===== src/rtl/rob_pkg.sv =====
package rob_pkg;

    localparam int SEQ_W = 8;

    typedef logic [SEQ_W-1:0] seq_t;

    typedef struct packed {
        logic vld;
        seq_t seq;
        logic nonspec;
        logic killed;
        logic ready;
        logic executed;
    } rob_ent_t;

    typedef enum logic {ST_RUN, ST_WALK} ctl_st_e;

    // a is younger than b when the modulo difference is positive
    function automatic logic seq_younger(seq_t a, seq_t b);
        seq_t d;
        d = a - b;
        return (d != '0) && !d[SEQ_W-1];
    endfunction

endpackage


===== src/rtl/rob_entry_store.sv =====
module rob_entry_store
    import rob_pkg::*;
#(
    parameter int DEPTH  = 16,
    parameter int RN_W   = 2,
    parameter int CM_W   = 2,
    parameter int SQ_PER = 2,
    parameter int CP_W   = 2,
    localparam int IDX_W = $clog2(DEPTH),
    localparam int CNT_W = IDX_W + 1,
    localparam int GRP_W = $clog2(RN_W + 1)
) (
    input  logic                 clk,
    input  logic                 rst,
    input  logic                 ins_en,
    input  logic [GRP_W-1:0]     ins_grp,
    input  seq_t [RN_W-1:0]      ins_seq,
    input  logic [RN_W-1:0]      ins_ns,
    input  logic [RN_W-1:0]      ins_kill,
    input  logic [IDX_W-1:0]     head,
    input  logic [IDX_W-1:0]     tail,
    input  logic [CNT_W-1:0]     ret_n,
    input  logic [CNT_W-1:0]     rm_n,
    input  logic                 ns_clr,
    input  logic [IDX_W-1:0]     ns_idx,
    input  logic [CP_W-1:0]      cp_vld,
    input  seq_t [CP_W-1:0]      cp_seq,
    input  logic [CP_W-1:0]      cp_kill,
    output logic [GRP_W-1:0]     ins_n,
    output rob_ent_t             ents [DEPTH]
);

    logic [RN_W-1:0]  wen;
    logic [IDX_W-1:0] wpos [RN_W];

    always_comb begin
        logic [GRP_W-1:0] off;
        off = '0;
        for (int k = 0; k < RN_W; k++) begin
            wen[k]  = ins_en && (GRP_W'(k) < ins_grp) && !ins_kill[k];
            wpos[k] = tail + IDX_W'(off);
            if (wen[k]) off = off + GRP_W'(1);
        end
        ins_n = off;
    end

    always_ff @(posedge clk) begin
        if (rst) begin
            for (int i = 0; i < DEPTH; i++) ents[i] <= '0;
        end else begin
            for (int k = 0; k < CM_W; k++)
                if (CNT_W'(k) < ret_n) ents[head + IDX_W'(k)].vld <= 1'b0;
            for (int k = 0; k < SQ_PER; k++)
                if (CNT_W'(k) < rm_n) ents[tail - IDX_W'(k) - IDX_W'(1)].vld <= 1'b0;
            for (int k = 0; k < RN_W; k++)
                if (wen[k]) ents[wpos[k]] <= '{vld: 1'b1, seq: ins_seq[k], nonspec: ins_ns[k],
                                               killed: 1'b0, ready: ins_ns[k], executed: 1'b0};
            if (ns_clr) ents[ns_idx].ready <= 1'b0;
            for (int e = 0; e < DEPTH; e++)
                for (int p = 0; p < CP_W; p++)
                    if (cp_vld[p] && ents[e].vld && ents[e].seq == cp_seq[p]) begin
                        ents[e].ready    <= 1'b1;
                        ents[e].executed <= 1'b1;
                        if (cp_kill[p]) ents[e].killed <= 1'b1;
                    end
        end
    end

endmodule


===== src/rtl/rob_retire_sel.sv =====
module rob_retire_sel
    import rob_pkg::*;
#(
    parameter int DEPTH = 16,
    parameter int CM_W  = 2,
    localparam int IDX_W = $clog2(DEPTH),
    localparam int CNT_W = IDX_W + 1
) (
    input  rob_ent_t          ents [DEPTH],
    input  logic [IDX_W-1:0]  head,
    input  logic [CNT_W-1:0]  count,
    output logic [CNT_W-1:0]  ret_n,
    output logic [CM_W-1:0]   cmt_vld,
    output seq_t [CM_W-1:0]   cmt_seq,
    output seq_t              last_seq,
    output logic              ns_vld,
    output seq_t              ns_seq,
    output logic [IDX_W-1:0]  ns_idx
);

    always_comb begin
        logic stop;
        logic [CNT_W-1:0] ncmt;
        logic [IDX_W-1:0] idx;
        rob_ent_t e;
        stop     = 1'b0;
        ncmt     = '0;
        ret_n    = '0;
        cmt_vld  = '0;
        cmt_seq  = '0;
        last_seq = '0;
        ns_vld   = 1'b0;
        ns_seq   = '0;
        ns_idx   = '0;
        for (int k = 0; k < CM_W; k++) begin
            idx = head + IDX_W'(k);
            e   = ents[idx];
            if (!stop) begin
                if (CNT_W'(k) >= count || !e.vld || !e.ready) begin
                    stop = 1'b1;
                end else if (e.killed) begin
                    ret_n = ret_n + CNT_W'(1);
                end else if (e.nonspec && !e.executed) begin
                    ns_vld = 1'b1;
                    ns_seq = e.seq;
                    ns_idx = idx;
                    stop   = 1'b1;
                end else begin
                    cmt_vld[ncmt] = 1'b1;
                    cmt_seq[ncmt] = e.seq;
                    last_seq      = e.seq;
                    ncmt          = ncmt + CNT_W'(1);
                    ret_n         = ret_n + CNT_W'(1);
                end
            end
        end
    end

endmodule


===== src/rtl/rob_squash_walk.sv =====
module rob_squash_walk
    import rob_pkg::*;
#(
    parameter int DEPTH  = 16,
    parameter int SQ_PER = 2,
    localparam int IDX_W = $clog2(DEPTH),
    localparam int CNT_W = IDX_W + 1
) (
    input  seq_t              seqs [DEPTH],
    input  logic [IDX_W-1:0]  tail,
    input  logic [CNT_W-1:0]  count,
    input  seq_t              sq_seq,
    output logic [CNT_W-1:0]  rm_n,
    output logic              walk_done,
    output seq_t              tail_seq
);

    always_comb begin
        logic stop;
        logic more;
        logic yng;
        logic [IDX_W-1:0] idx;
        logic [CNT_W-1:0] left;
        stop = 1'b0;
        more = 1'b0;
        rm_n = '0;
        for (int k = 0; k <= SQ_PER; k++) begin
            idx = tail - IDX_W'(k) - IDX_W'(1);
            yng = (CNT_W'(k) < count) && seq_younger(seqs[idx], sq_seq);
            if (k < SQ_PER) begin
                if (!stop && yng) rm_n = rm_n + CNT_W'(1);
                else              stop = 1'b1;
            end else begin
                more = !stop && yng;
            end
        end
        walk_done = !more;
        left      = count - rm_n;
        idx       = tail - IDX_W'(rm_n) - IDX_W'(1);
        tail_seq  = (left == '0) ? sq_seq : seqs[idx];
    end

endmodule


===== src/rtl/rob_commit_ctrl.sv =====
module rob_commit_ctrl
    import rob_pkg::*;
#(
    parameter int DEPTH  = 16,
    parameter int RN_W   = 2,
    parameter int CM_W   = 2,
    parameter int SQ_PER = 2,
    parameter int CP_W   = 2,
    parameter int PC_W   = 16,
    localparam int IDX_W = $clog2(DEPTH),
    localparam int CNT_W = IDX_W + 1,
    localparam int GRP_W = $clog2(RN_W + 1)
) (
    input  logic                 clk,
    input  logic                 rst,
    input  logic [GRP_W-1:0]     ren_cnt_i,
    input  seq_t [RN_W-1:0]      ren_seq_i,
    input  logic [RN_W-1:0]      ren_ns_i,
    input  logic [RN_W-1:0]      ren_kill_i,
    output logic                 ren_rdy_o,
    input  logic [CP_W-1:0]      cp_vld_i,
    input  seq_t [CP_W-1:0]      cp_seq_i,
    input  logic [CP_W-1:0]      cp_kill_i,
    input  logic                 ex_sq_i,
    input  seq_t                 ex_sq_seq_i,
    input  logic                 ex_mispred_i,
    input  logic                 ex_taken_i,
    input  logic [PC_W-1:0]      ex_npc_i,
    input  logic [PC_W-1:0]      ex_mpc_i,
    output logic [CM_W-1:0]      cmt_vld_o,
    output seq_t [CM_W-1:0]      cmt_seq_o,
    output logic                 fb_done_vld_o,
    output seq_t                 fb_done_seq_o,
    output logic                 fb_squash_o,
    output logic                 fb_sqing_o,
    output logic                 fb_mispred_o,
    output logic                 fb_taken_o,
    output logic [PC_W-1:0]      fb_npc_o,
    output logic [PC_W-1:0]      fb_mpc_o,
    output logic [CNT_W-1:0]     fb_free_o,
    output logic                 fb_ns_vld_o,
    output seq_t                 fb_ns_seq_o
);

    ctl_st_e          state;
    logic [IDX_W-1:0] head, tail;
    logic [CNT_W-1:0] count;
    seq_t             sq_seq_q;

    rob_ent_t         ents [DEPTH];
    seq_t             seqs [DEPTH];
    logic [GRP_W-1:0] grp, ins_n;
    logic             running, walking, do_sq, do_ret;

    logic [CNT_W-1:0] ret_n, ret_eff, rm_n, rm_eff;
    logic [CM_W-1:0]  r_cmt_vld;
    seq_t [CM_W-1:0]  r_cmt_seq;
    seq_t             r_last_seq, r_ns_seq, w_tail_seq;
    logic             r_ns_vld, w_done;
    logic [IDX_W-1:0] r_ns_idx;

    generate
        for (genvar i = 0; i < DEPTH; i++) begin : g_seq
            assign seqs[i] = ents[i].seq;
        end
    endgenerate

    assign grp       = (ren_cnt_i > GRP_W'(RN_W)) ? GRP_W'(RN_W) : ren_cnt_i;
    assign fb_free_o = CNT_W'(DEPTH) - count;
    assign running   = (state == ST_RUN);
    assign walking   = (state == ST_WALK);
    assign ren_rdy_o = running && (fb_free_o >= CNT_W'(grp));
    assign do_sq     = running && ex_sq_i;
    assign do_ret    = running && !ex_sq_i;
    assign ret_eff   = do_ret ? ret_n : '0;
    assign rm_eff    = walking ? rm_n : '0;

    rob_entry_store #(
        .DEPTH(DEPTH), .RN_W(RN_W), .CM_W(CM_W), .SQ_PER(SQ_PER), .CP_W(CP_W)
    ) u_store (
        .clk     (clk),
        .rst     (rst),
        .ins_en  (ren_rdy_o),
        .ins_grp (grp),
        .ins_seq (ren_seq_i),
        .ins_ns  (ren_ns_i),
        .ins_kill(ren_kill_i),
        .head    (head),
        .tail    (tail),
        .ret_n   (ret_eff),
        .rm_n    (rm_eff),
        .ns_clr  (do_ret && r_ns_vld),
        .ns_idx  (r_ns_idx),
        .cp_vld  (cp_vld_i),
        .cp_seq  (cp_seq_i),
        .cp_kill (cp_kill_i),
        .ins_n   (ins_n),
        .ents    (ents)
    );

    rob_retire_sel #(.DEPTH(DEPTH), .CM_W(CM_W)) u_retire (
        .ents    (ents),
        .head    (head),
        .count   (count),
        .ret_n   (ret_n),
        .cmt_vld (r_cmt_vld),
        .cmt_seq (r_cmt_seq),
        .last_seq(r_last_seq),
        .ns_vld  (r_ns_vld),
        .ns_seq  (r_ns_seq),
        .ns_idx  (r_ns_idx)
    );

    rob_squash_walk #(.DEPTH(DEPTH), .SQ_PER(SQ_PER)) u_walk (
        .seqs     (seqs),
        .tail     (tail),
        .count    (count),
        .sq_seq   (sq_seq_q),
        .rm_n     (rm_n),
        .walk_done(w_done),
        .tail_seq (w_tail_seq)
    );

    always_ff @(posedge clk) begin
        if (rst) begin
            state         <= ST_RUN;
            head          <= '0;
            tail          <= '0;
            count         <= '0;
            sq_seq_q      <= '0;
            cmt_vld_o     <= '0;
            cmt_seq_o     <= '0;
            fb_done_vld_o <= 1'b0;
            fb_done_seq_o <= '0;
            fb_squash_o   <= 1'b0;
            fb_sqing_o    <= 1'b0;
            fb_mispred_o  <= 1'b0;
            fb_taken_o    <= 1'b0;
            fb_npc_o      <= '0;
            fb_mpc_o      <= '0;
            fb_ns_vld_o   <= 1'b0;
            fb_ns_seq_o   <= '0;
        end else begin
            head  <= head + IDX_W'(ret_eff);
            tail  <= tail + IDX_W'(ins_n) - IDX_W'(rm_eff);
            count <= count + CNT_W'(ins_n) - ret_eff - rm_eff;

            cmt_vld_o     <= do_ret ? r_cmt_vld : '0;
            cmt_seq_o     <= r_cmt_seq;
            fb_done_vld_o <= 1'b0;
            fb_squash_o   <= 1'b0;
            fb_sqing_o    <= 1'b0;
            fb_ns_vld_o   <= 1'b0;

            if (do_sq) begin
                state         <= ST_WALK;
                sq_seq_q      <= ex_sq_seq_i;
                fb_done_vld_o <= 1'b1;
                fb_done_seq_o <= ex_sq_seq_i;
                fb_squash_o   <= 1'b1;
                fb_sqing_o    <= 1'b1;
                fb_mispred_o  <= ex_mispred_i;
                fb_taken_o    <= ex_taken_i;
                fb_npc_o      <= ex_npc_i;
                fb_mpc_o      <= ex_mpc_i;
            end else if (walking) begin
                fb_done_vld_o <= 1'b1;
                fb_done_seq_o <= w_tail_seq;
                fb_sqing_o    <= 1'b1;
                if (w_done) state <= ST_RUN;
            end else begin
                if (r_cmt_vld != '0) begin
                    fb_done_vld_o <= 1'b1;
                    fb_done_seq_o <= r_last_seq;
                end
                fb_ns_vld_o <= r_ns_vld;
                fb_ns_seq_o <= r_ns_seq;
            end
        end
    end

endmodule


===== config.mk =====
export PLATFORM = sky130hd
export DESIGN_NAME = rob_commit_ctrl
export DESIGN_NICKNAME = d
export VERILOG_FILES = /design/src/rtl/rob_pkg.sv /design/src/rtl/rob_entry_store.sv /design/src/rtl/rob_retire_sel.sv /design/src/rtl/rob_squash_walk.sv /design/src/rtl/rob_commit_ctrl.sv
export SDC_FILE = /design/constraint.sdc
export NUM_CORES = 1
export LEC_CHECK = 0
export ABC_AREA = 0
export ABC_CLOCK_PERIOD_IN_PS = 8600
export CORE_ASPECT_RATIO = 0.7
export CORE_MARGIN = 2
export CORE_UTILIZATION = 45
export DETAILED_ROUTE_END_ITERATION = 12
export DONT_BUFFER_PORTS = 1
export SYNTH_ARGS = -nofsm -noshare
export SYNTH_HDL_FRONTEND = slang
export SYNTH_HIERARCHICAL = 1
export SYNTH_SLANG_ARGS = --single-unit

===== constraint.sdc =====
create_clock -name clk -period 8.6 [get_ports clk]
set_clock_uncertainty 0.05 [all_clocks]
set_input_delay 1.29 -clock clk [delete_from_list [all_inputs] [get_ports clk]]
set_output_delay 1.29 -clock clk [all_outputs]
set_load 0.005 [all_outputs]

# Word-level counts from Yosys, hierarchy flattened
# Index checks and enable logic that the tools add are counted.
classes:
  add_sub_neg: 22
  n_lt_le_gt_ge: 31
  reduce_logical: 117
  muxes: 192
  bitwise_logic: 13
  eq_ne: 32
op_table:
  columns: ["op", "n"]
  rows:
  - ["$mux 208", 13]
  - ["$bwmux 208", 7]
  - ["$demux 13 s4", 7]
  - ["$eq 8x8->1", 32]
  - ["$mux 8", 31]
  - ["$mux 13", 10]
  - ["$bmux 8 s4", 4]
  - ["$bmux 13 s4", 2]
  - ["$mux 3", 32]
  - ["$logic_and 1x1->1", 90]
  - ["$mux 1", 58]
  - ["$mux 5", 11]
  - ["$ge 5x5->1 const B", 9]
  - ["$not 4->5", 9]
  - ["$lt 5x1->1 const B", 7]
  - ["$lt 1x5->1 const A", 6]
  - ["$mux 4", 7]
  - ["$reduce_bool 8->1", 3]
  - ["$sub 8x8->8", 3]
  - ["$bwmux 16", 1]
  - ["$sub 4x1->4 const B", 4]
  - ["$sub 5x5->5", 3]
  - ["$mux 2", 7]
  - ["$logic_not 1->1", 13]
  - ["29 further kinds", 38]
totals:
  output_inout_bits: 78
  ff_bits: 302
  input_bits: 87
  word_cells: 521

# Longest topological paths before layout
# Gate-level depths: netlist of the first run.
depth:
  ltp_word: 39
  depth_mapped: 30
  depth_no_buf: 28

# Hierarchy
# The synthesis of the first run kept the hierarchy.
by_module_without_submodules:
  columns: ["mod", "seq_area_each_um2", "n_inst", "cells_each", "area_per_inst_um2"]
  rows:
  - ["rob_entry_store", 4164.0, 1, 1678, 13529.2]
  - ["rob_squash_walk", 0.0, 1, 406, 5313.8]
  - ["rob_commit_ctrl", 1881.8, 1, 443, 3922.5]
  - ["rob_retire_sel", 0.0, 1, 381, 3774.9]

# Worst setup path before layout of the first run
# OpenSTA, ideal clock, no wires.
synth_path:
  kind: "register -> register"
  from: "register tail[1]"
  to: "register fb_done_seq_o[1]"
  t_arrival_ps: 7257
  setup_time_ps: 138
  period_less_slack_ps: 7445
  path_stages_with_launch: 27
  t_required_ps: 8412
  n_path_buf: 3
  setup_slack_ps: 1155
  path_cell_list: "dfxtp_1 > inv_1 > ha_1 > buf_1 > mux4_2 > mux4_2 > inv_1 > ha_1 > inv_1 > fa_1 > and2_1 > o21a_1 > nor2_1 > xnor2_1 > or4b_2 > o31a_1 > a21bo_1 > ha_1 > clkbuf_1 > buf_1 > mux4_2 > mux2i_1 > nand2_1 > o211ai_1 > o21ai_0 > a22oi_1 > a311oi_2"
synth_via:
  elab_chain_len: 21
  word_cells_on_any_way: 35
  cone_classes: "add/sub: 8; mux: 14; bitwise: 3; reduce/logical: 10"
synth_rtl:
  columns: ["item", "line", "source"]
  rows:
  - ["from (decl)", "rob_commit_ctrl.sv:46", "logic [IDX_W-1:0] head, tail;"]
  - ["from (signal assigned)", "rob_commit_ctrl.sv:145", "tail <= tail + IDX_W'(ins_n) - IDX_W'(rm_eff);"]
  - ["$sub 4x1->4", "rob_squash_walk.sv:28", "idx = tail - IDX_W'(k) - IDX_W'(1);"]
  - ["$not 4->5 (implied by the code) or $sub 4x1->4 (tied branches)", "rob_squash_walk.sv:29, rob_squash_walk.sv:28", null]
  - ["$bmux 8 s4 or $not 4->5 (tied branches)", "rob_squash_walk.sv:29", "yng = (CNT_W'(k) < count) && seq_younger(seqs[idx], sq_seq);"]
  - ["$mux 8 (implied by the code) or $bmux 8 s4 (tied branches)", "rob_squash_walk.sv:29", null]
  - ["$mux 8 (implied by the code)", "rob_squash_walk.sv:29", null]
  - ["$sub 8x8->8 or $mux 8 (tied branches)", "rob_pkg.sv:21, rob_squash_walk.sv:29", null]
  - ["$reduce_bool 8->1 (tied with other cells)", "rob_pkg.sv:22", "return (d != '0) && !d[SEQ_W-1];"]
  - ["$logic_and 1x1->1 (tied with other cells)", "rob_pkg.sv:22", null]
  - ["[5 not listed]", null, null]
  - ["$sub 4x1->4", "rob_squash_walk.sv:39", "idx = tail - IDX_W'(rm_n) - IDX_W'(1);"]
  - ["$not 4->5 (implied by the code)", "rob_squash_walk.sv:40", "tail_seq = (left == '0) ? sq_seq : seqs[idx];"]
  - ["$bmux 8 s4", "rob_squash_walk.sv:40", null]
  - ["$mux 8 (implied by the code) (2 in series)", "rob_squash_walk.sv:40", null]
  - ["$mux 8 *", "rob_squash_walk.sv:40", null]
  - ["net w_tail_seq[1]", "rob_commit_ctrl.sv:58", "seq_t r_last_seq, r_ns_seq, w_tail_seq;"]
  - ["$mux 8 *", "rob_commit_ctrl.sv:166", "end else if (walking) begin"]
  - ["$mux 8 *", "rob_commit_ctrl.sv:155", "if (do_sq) begin"]
  - ["to (signal assigned)", "rob_commit_ctrl.sv:159", "fb_done_seq_o <= ex_sq_seq_i;"]
  - ["to (signal assigned)", "rob_commit_ctrl.sv:168", "fb_done_seq_o <= w_tail_seq;"]
  - ["to (signal assigned)", "rob_commit_ctrl.sv:174", "fb_done_seq_o <= r_last_seq;"]
  - ["to (decl)", "rob_commit_ctrl.sv:33", "output seq_t fb_done_seq_o,"]
# The timed path passes the listed nets; every way through them passes the cells marked *. The select of a mux whose other input is x is not followed.
# A chain may end at the register's enable or synchronous reset.

# Final worst setup path of the first run
layout_path:
  from: "register tail[0]"
  to: "register fb_done_seq_o[2]"
# The elaborated chain is that of the path after synthesis.

==> results of run 1 <==
[layout make-up]
type                            instances  area share
Multi-Input combinational cell       2262       0.670
Clock buffer                           52      0.0370
Inverter                               77      0.0102
Timing Repair Buffer                  113      0.0307
Sequential cell                       302       0.213
Clock inverter                         11     0.00520
Tap cell                              760      0.0335
[Yosys cell counts (33+ instances only)]
master / n
nand2_1: 336
dfxtp_1: 302
xnor2_1: 177
mux4_2: 217
ha_1: 58
a21oi_1: 163
a311oi_1: 65
nand2b_1: 35
clkbuf_1: 149
a211oi_1: 73
inv_1: 74
nor2b_1: 44
o21ai_0: 33
mux2i_1: 141
nand3_1: 105
xor2_1: 96
buf_2: 53
nor2_1: 221
nor3_1: 53
nor4_1: 33
[per-stage QoR]
stage,power [µW],worst slack (ps),instances
finish,7310,812,3577
global route,7590,508,3577
CTS,7180,922,3577
detailed placement,5580,949,3514
global placement,5530,1130,3514
floorplan,4510,1150,2912
[kinds of logic after synthesis]
group                    after synthesis  share of synthesized area
other                                  2                   0.000283
XOR/XNOR                             281                     0.0968
AO/OA/AOI/OAI                        559                      0.150
buffers and inverters                348                     0.0602
flip-flops                           302                      0.228
multiplexers                         376                      0.247
adder cells (fa/ha/maj)               71                     0.0371
AND/OR/NAND/NOR                      969                      0.180
[routing by layer]
metal  vias to the layer above  global-route usage  share of wire
li1                      10600                   -              -
met1                     12800               0.576           0.40
met2                      2346               0.532           0.38
met3                       350               0.231           0.19
met4                        14               0.130          0.036
met5                         -              0.0205         0.0021
[report_power, final]
group          switching [µW]  total, µW  internal [µW]
Sequential                246       1750           1510
Combinational            2340       3940           1600
Clock                     698       1620            918
[registers in the layout, indices dropped and copies added, names as in the netlist, 5 cells and up]
name	cells
cmt_seq_o	16
count	5
fb_done_seq_o	8
fb_mpc_o	16
fb_npc_o	16
fb_ns_seq_o	8
sq_seq_q	8
u_store/ents	208
[worst max-delay path, delay by kind of cell (launching register included)]
kind | cells | cell delay (ps)
AO/OA/AOI/OAI | 10 | 2300
buffers and inverters | 4 | 660
multiplexers | 3 | 1310
adder cells (fa/ha/maj) | 4 | 1990
AND/OR/NAND/NOR | 2 | 760
XOR/XNOR | 1 | 170
flip-flops | 1 | 360
[final timing paths]
kind / from / to / slack [ps] / cells after the start
min reg2reg: sq_seq_q[3]$_SDFFE_PP0P_ / sq_seq_q[3]$_SDFFE_PP0P_ / 410 / 2
max reg2reg: tail[0]$_SDFF_PP0_ / fb_done_seq_o[2]$_SDFFE_PP0P_ / 810 / 24
min: sq_seq_q[3]$_SDFFE_PP0P_ / sq_seq_q[3]$_SDFFE_PP0P_ / 410 / 2
max: tail[0]$_SDFF_PP0_ / fb_done_seq_o[2]$_SDFFE_PP0P_ / 810 / 24
==> results.py, run 1 <==
metrics = {
    "yosys": {
        "synth_top_cell_by_area": "dfxtp_1",
        "dominantRegCellSynth": "dfxtp_1",
        "ys_types": 102,
        "syn_inst": 2908,
        "synth_area_um2": 26500,
        "synth_area_per_cell_um2": 9.13,
        "synth-seq-cells": 302,
        "yosys-top-cells-area": "dfxtp_1, mux4_2, xnor2_1, mux2i_1, nand2_1",
        "synth_top_area_frac": 0.228,
        "synth-async-reset-ratio": 0,
        "synth_edf_count": 0,
        "synth_warnings": 6,
        "ys_seq_area_frac": 0.228,
    },
    "global_route": {
        "overflow": 0,
        "grt_pass1_vias": 23800,
        "grt_pass1_wl_um": 181000,
        "grt_use_total": 0.414,
        "antenna_found_initial": 8,
        "grt_start_max_net_pins": 307,
    },
    "sta": {
        "finalCriticalPeriod_ps": 7790,
        "hold_viol_final": 0,
        "finalSetupTns_ps": 0,
        "setup_viol": 0,
        "timing.slew.headroom": 0.0944,
        "whs_ps": 409,
        "rsz0062_at_grt": "false",
        "slew_violations": 0,
        "fmax_mhz": 128,
        "tightest_slew_ps": 1360,
        "final.period_utilization": 0.906,
    },
    "cells_and_area": {
        "fillCellCount": 5481,
        "fin_nets": 2950,
        "multi_input_area_um2": 19000,
        "fin_area_um2": 28400,
        "final_cell_mix": "nand2_1, dfxtp_1, nor2_1",
        "fin_util": 0.487,
        "antenna_cells": 0,
        "register_area_um2": 6050,
        "drive_gt1_frac": 0.167,
        "final_common_cell": "nand2_1",
        "syn_to_final_growth_pct": 7.03,
    },
    "power_and_ir_drop": {
        "p_leak_uw": 0.00914,
        "powerDensity_nw_per_um2": 257,
        "ir_drop_mv": 0.306,
    },
    "placement": {
        "port_buffers": 0,
        "routabilityCongestion": 1.07,
        "dpl_cell_area_um2": 27200,
        "dpl.hpwl_um": 96500,
    },
    "cts": {
        "cts_sinks": 302,
        "clk_pin_slew_worst_paths_ps": 60,
        "postCtsResizedCells": 0,
        "cts_tree": "done",
        "cts_setup_buffers": 0,
        "cts_made_buffers": 36,
        "max-clock-path-buffers": 3,
        "clk_latency_ps": 570,
        "cts_max_level": 2,
        "cts_hold_buf": 0,
        "cts_root_buf": "clkbuf_16",
    },
    "floorplan": {
        "start_util": 0.455,
        "rows": 74,
        "fp.dieW_um": 294,
        "die_y_um": 207,
        "io_pins": 165,
        "dieArea_um2": 61000,
        "core_um2": 58300,
    },
    "routing": {
        "drc_errors": 0,
        "avgViaCountPerCell": 7.30,
        "vias": 26100,
        "totalWireLength_um": 130000,
        "ant_nets": 0,
        "wl_per_cell_um": 36.4,
        "drt_iter0_drc": 4687,
        "dr.pass1.iters": 6,
    },
    "critical_path": {
        "cp_slowest_cell": "fa_1",
        "crit_chain": "buf_12 > o31a_1 > or2_1 > mux4_2 > inv_1 > ha_1 > inv_1 > fa_1 > a211oi_1 > o21bai_1 > a21oi_1 > xor2_1 > o311a_1 > nor3_2 > a21bo_1 > ha_2 > inv_1 > fa_1 > mux4_2 > mux2_2 > o211ai_1 > o21ai_0 > a22oi_1 > a311oi_2",
        "crit_arrival_ps": 8180,
        "max_stage_delay_ps": 1230,
        "cpMostUsedCell": "inv_1",
        "crit_fanout": 107,
        "crit_type": "register to register",
        "endpoint_kind": "register",
        "critical_path.startpoint_type": "register",
        "cp_data_required_time_ps": 8990,
    },
    "status": {
        "status": "completed",
    },
    "hold_path": {
        "holdCritPathClass": "register to register",
    },
    "flow_run": {
        "drv_cap": 0,
    },
}
(Power assumes the default switching activity.)
==> run 2, diff against run 1 <==
--- a/config.mk
+++ b/config.mk
@@ -12,6 +12,8 @@
 export CORE_UTILIZATION = 45
 export DETAILED_ROUTE_END_ITERATION = 12
 export DONT_BUFFER_PORTS = 1
+export MAX_ROUTING_LAYER = met4
+export SKIP_LAST_GASP = 1
 export SYNTH_ARGS = -nofsm -noshare
 export SYNTH_HDL_FRONTEND = slang
 export SYNTH_HIERARCHICAL = 1
==> run 2 against run 1 <==
  * Register-to-register slack got worse by 110 ps
  * Via count increased by 0.68%
  * Core utilization increased by 0.20 points
==> results.py, run 2 (synthesized netlist as in run 1, its figures left out) <==
metrics = {
    "sta": {
        "final.period_utilization": 0.918,
        "tightest_slew_ps": 1280,
        "hold_viol_final": 0,
        "setup_viol": 0,
        "finalSetupTns_ps": 0,
        "fmax_mhz": 127,
        "setup_ws_ps": 707,
        "slew_violations": 0,
        "timing.slew.headroom": 0.146,
        "rsz0062_at_grt": "false",
        "finalCriticalPeriod_ps": 7890,
    },
    "cells_and_area": {
        "syn_to_final_growth_pct": 7.47,
        "final_cell_mix": "nand2_1, dfxtp_1, nor2_1",
        "fillCellCount": 5500,
        "largest-register": "u_store/ents",
        "largest_reg_flops": 208,
        "fin_util": 0.489,
        "final_common_cell": "nand2_1",
        "drive_gt1_frac": 0.171,
        "fin_nets": 2958,
    },
    "floorplan": {
        "start_util": 0.455,
        "die_y_um": 207,
        "fp.dieW_um": 294,
        "io_pins": 165,
        "rows": 74,
        "core_um2": 58300,
        "dieArea_um2": 61000,
    },
    "placement": {
        "routabilityCongestion": 1.13,
        "dpl.hpwl_um": 99700,
        "pre_cts_slack_ps": 914,
        "port_buffers": 0,
    },
    "cts": {
        "cts_made_buffers": 36,
        "cts_setup_buffers": 0,
        "max-clock-path-buffers": 3,
        "clk_pin_slew_worst_paths_ps": 70,
        "clk_latency_ps": 570,
        "cts_hold_buf": 0,
        "cts_tree": "done",
        "cts_sinks": 302,
        "cts_max_level": 2,
        "postCtsResizedCells": 0,
        "cts_root_buf": "clkbuf_16",
    },
    "power_and_ir_drop": {
        "internal_power_uw": 4020,
        "ir_drop_mv": 0.218,
        "p_leak_uw": 0.00919,
        "powerDensity_nw_per_um2": 259,
        "swShare": 0.454,
        "combPwrFrac": 0.545,
        "power_frac_seq": 0.236,
        "pwr-share-clk": 0.218,
        "power_switching_uw": 3350,
    },
    "critical_path": {
        "rr_endpoint": "fb_done_seq_o[7]$_SDFFE_PP0P_",
        "crit_arrival_ps": 8300,
        "cp-endpoint": "fb_done_seq_o[7]$_SDFFE_PP0P_",
        "timing.rr.start": "tail[0]$_SDFF_PP0_",
        "cp_data_required_time_ps": 9010,
        "crit_path_start": "tail[0]$_SDFF_PP0_",
        "crit_type": "register to register",
        "r2r_cells": 25,
        "critical_path.startpoint_type": "register",
        "rrSetupSlack_ps": 710,
        "endpoint_kind": "register",
        "crit_fanout": 107,
    },
    "global_route": {
        "grt_pass1_vias": 23700,
        "overflow": 0,
        "grt_use_total": 0.437,
        "grt_start_max_net_pins": 307,
        "grt_pass1_wl_um": 185000,
        "antenna_found_initial": 11,
    },
    "routing": {
        "drc_errors": 0,
        "ant_nets": 0,
        "avgViaCountPerCell": 7.31,
        "vias": 26300,
        "totalWireLength_um": 134000,
        "drt_iter0_drc": 4565,
        "dr.pass1.iters": 7,
        "wl_per_cell_um": 37.3,
    },
    "flow_run": {
        "drv_cap": 0,
    },
    "hold_path": {
        "holdCritPathClass": "register to register",
    },
    "status": {
        "status": "completed",
    },
}
[run 2: final cells by class]
class | count | area, µm² | area share
clock inverters | 13 | 158 | 0.00553
diodes | 11 | 27.5 | 0.000965
inverters | 77 | 289 | 0.0101
repair buffers | 121 | 931 | 0.0326
well taps | 760 | 951 | 0.0333
flip-flops and latches | 302 | 6050 | 0.212
multi-input cells | 2262 | 19100 | 0.668
clock buffers | 50 | 1050 | 0.0370
[run 2: how the worst min path moves through the flow]
stage                              from                  endpoint  slack [ps]  cells past startpoint
6_report       sq_seq_q[4]$_SDFFE_PP0P_  sq_seq_q[4]$_SDFFE_PP0P_         410                      2
5_1_grt        sq_seq_q[4]$_SDFFE_PP0P_  sq_seq_q[4]$_SDFFE_PP0P_         430                      2
4_1_cts        sq_seq_q[4]$_SDFFE_PP0P_  sq_seq_q[4]$_SDFFE_PP0P_         410                      2
3_5_place_dp   sq_seq_q[4]$_SDFFE_PP0P_  sq_seq_q[4]$_SDFFE_PP0P_         400                      2
3_3_place_gp   sq_seq_q[1]$_SDFFE_PP0P_  sq_seq_q[1]$_SDFFE_PP0P_         390                      2
2_1_floorplan  sq_seq_q[1]$_SDFFE_PP0P_  sq_seq_q[1]$_SDFFE_PP0P_         390                      2
[run 2: through the flow]
step | hold WS, ps | power [µW] | cell area [µm²] | std cells
2_1_floorplan | 386 | 4510 | 26600 | 2912
3_3_place_gp | 393 | 5570 | 27300 | 3521
3_5_place_dp | 399 | 5610 | 27300 | 3522
4_1_cts | 407 | 7210 | 28500 | 3585
5_1_grt | 426 | 7610 | 28500 | 3596
6_report | 410 | 7380 | 28500 | 3596
[run 2: worst max-delay path, cell delays in order, from the launching register on]
cell and delay [ps]:
dfxtp_4 360, buf_12 520, o31a_1 280, or2_1 610
mux4_2 640, inv_1 80, ha_1 150, inv_1 60
fa_1 440, a211oi_1 400, o21bai_1 140, a21oi_1 210
xor2_1 160, o311a_1 240, nor3_2 100, a21bo_1 190
ha_2 170, inv_1 50, fa_1 1220, buf_4 360
mux4_2 330, mux2_2 270, o211ai_1 270, o21ai_0 150
o211ai_1 190, a21oi_1 90
[run 2: power by group through the flow]
stage          clock, µW  sequential, µW  combinational [µW]
3_5_place_dp           0            1760                3860
5_1_grt             1670            1740                4200
6_report            1610            1740                4020
3_3_place_gp           0            1760                3810
4_1_cts             1620            1730                3870
2_1_floorplan          0            1670                2850
[run 2: layer usage]
layer,global-route usage,vias to the layer above,share of wire
met3,0.248,323,0.19
met4,0.130,0,0.036
met5,-,-,0
met2,0.527,2337,0.37
met1,0.602,13000,0.40
li1,-,10600,-
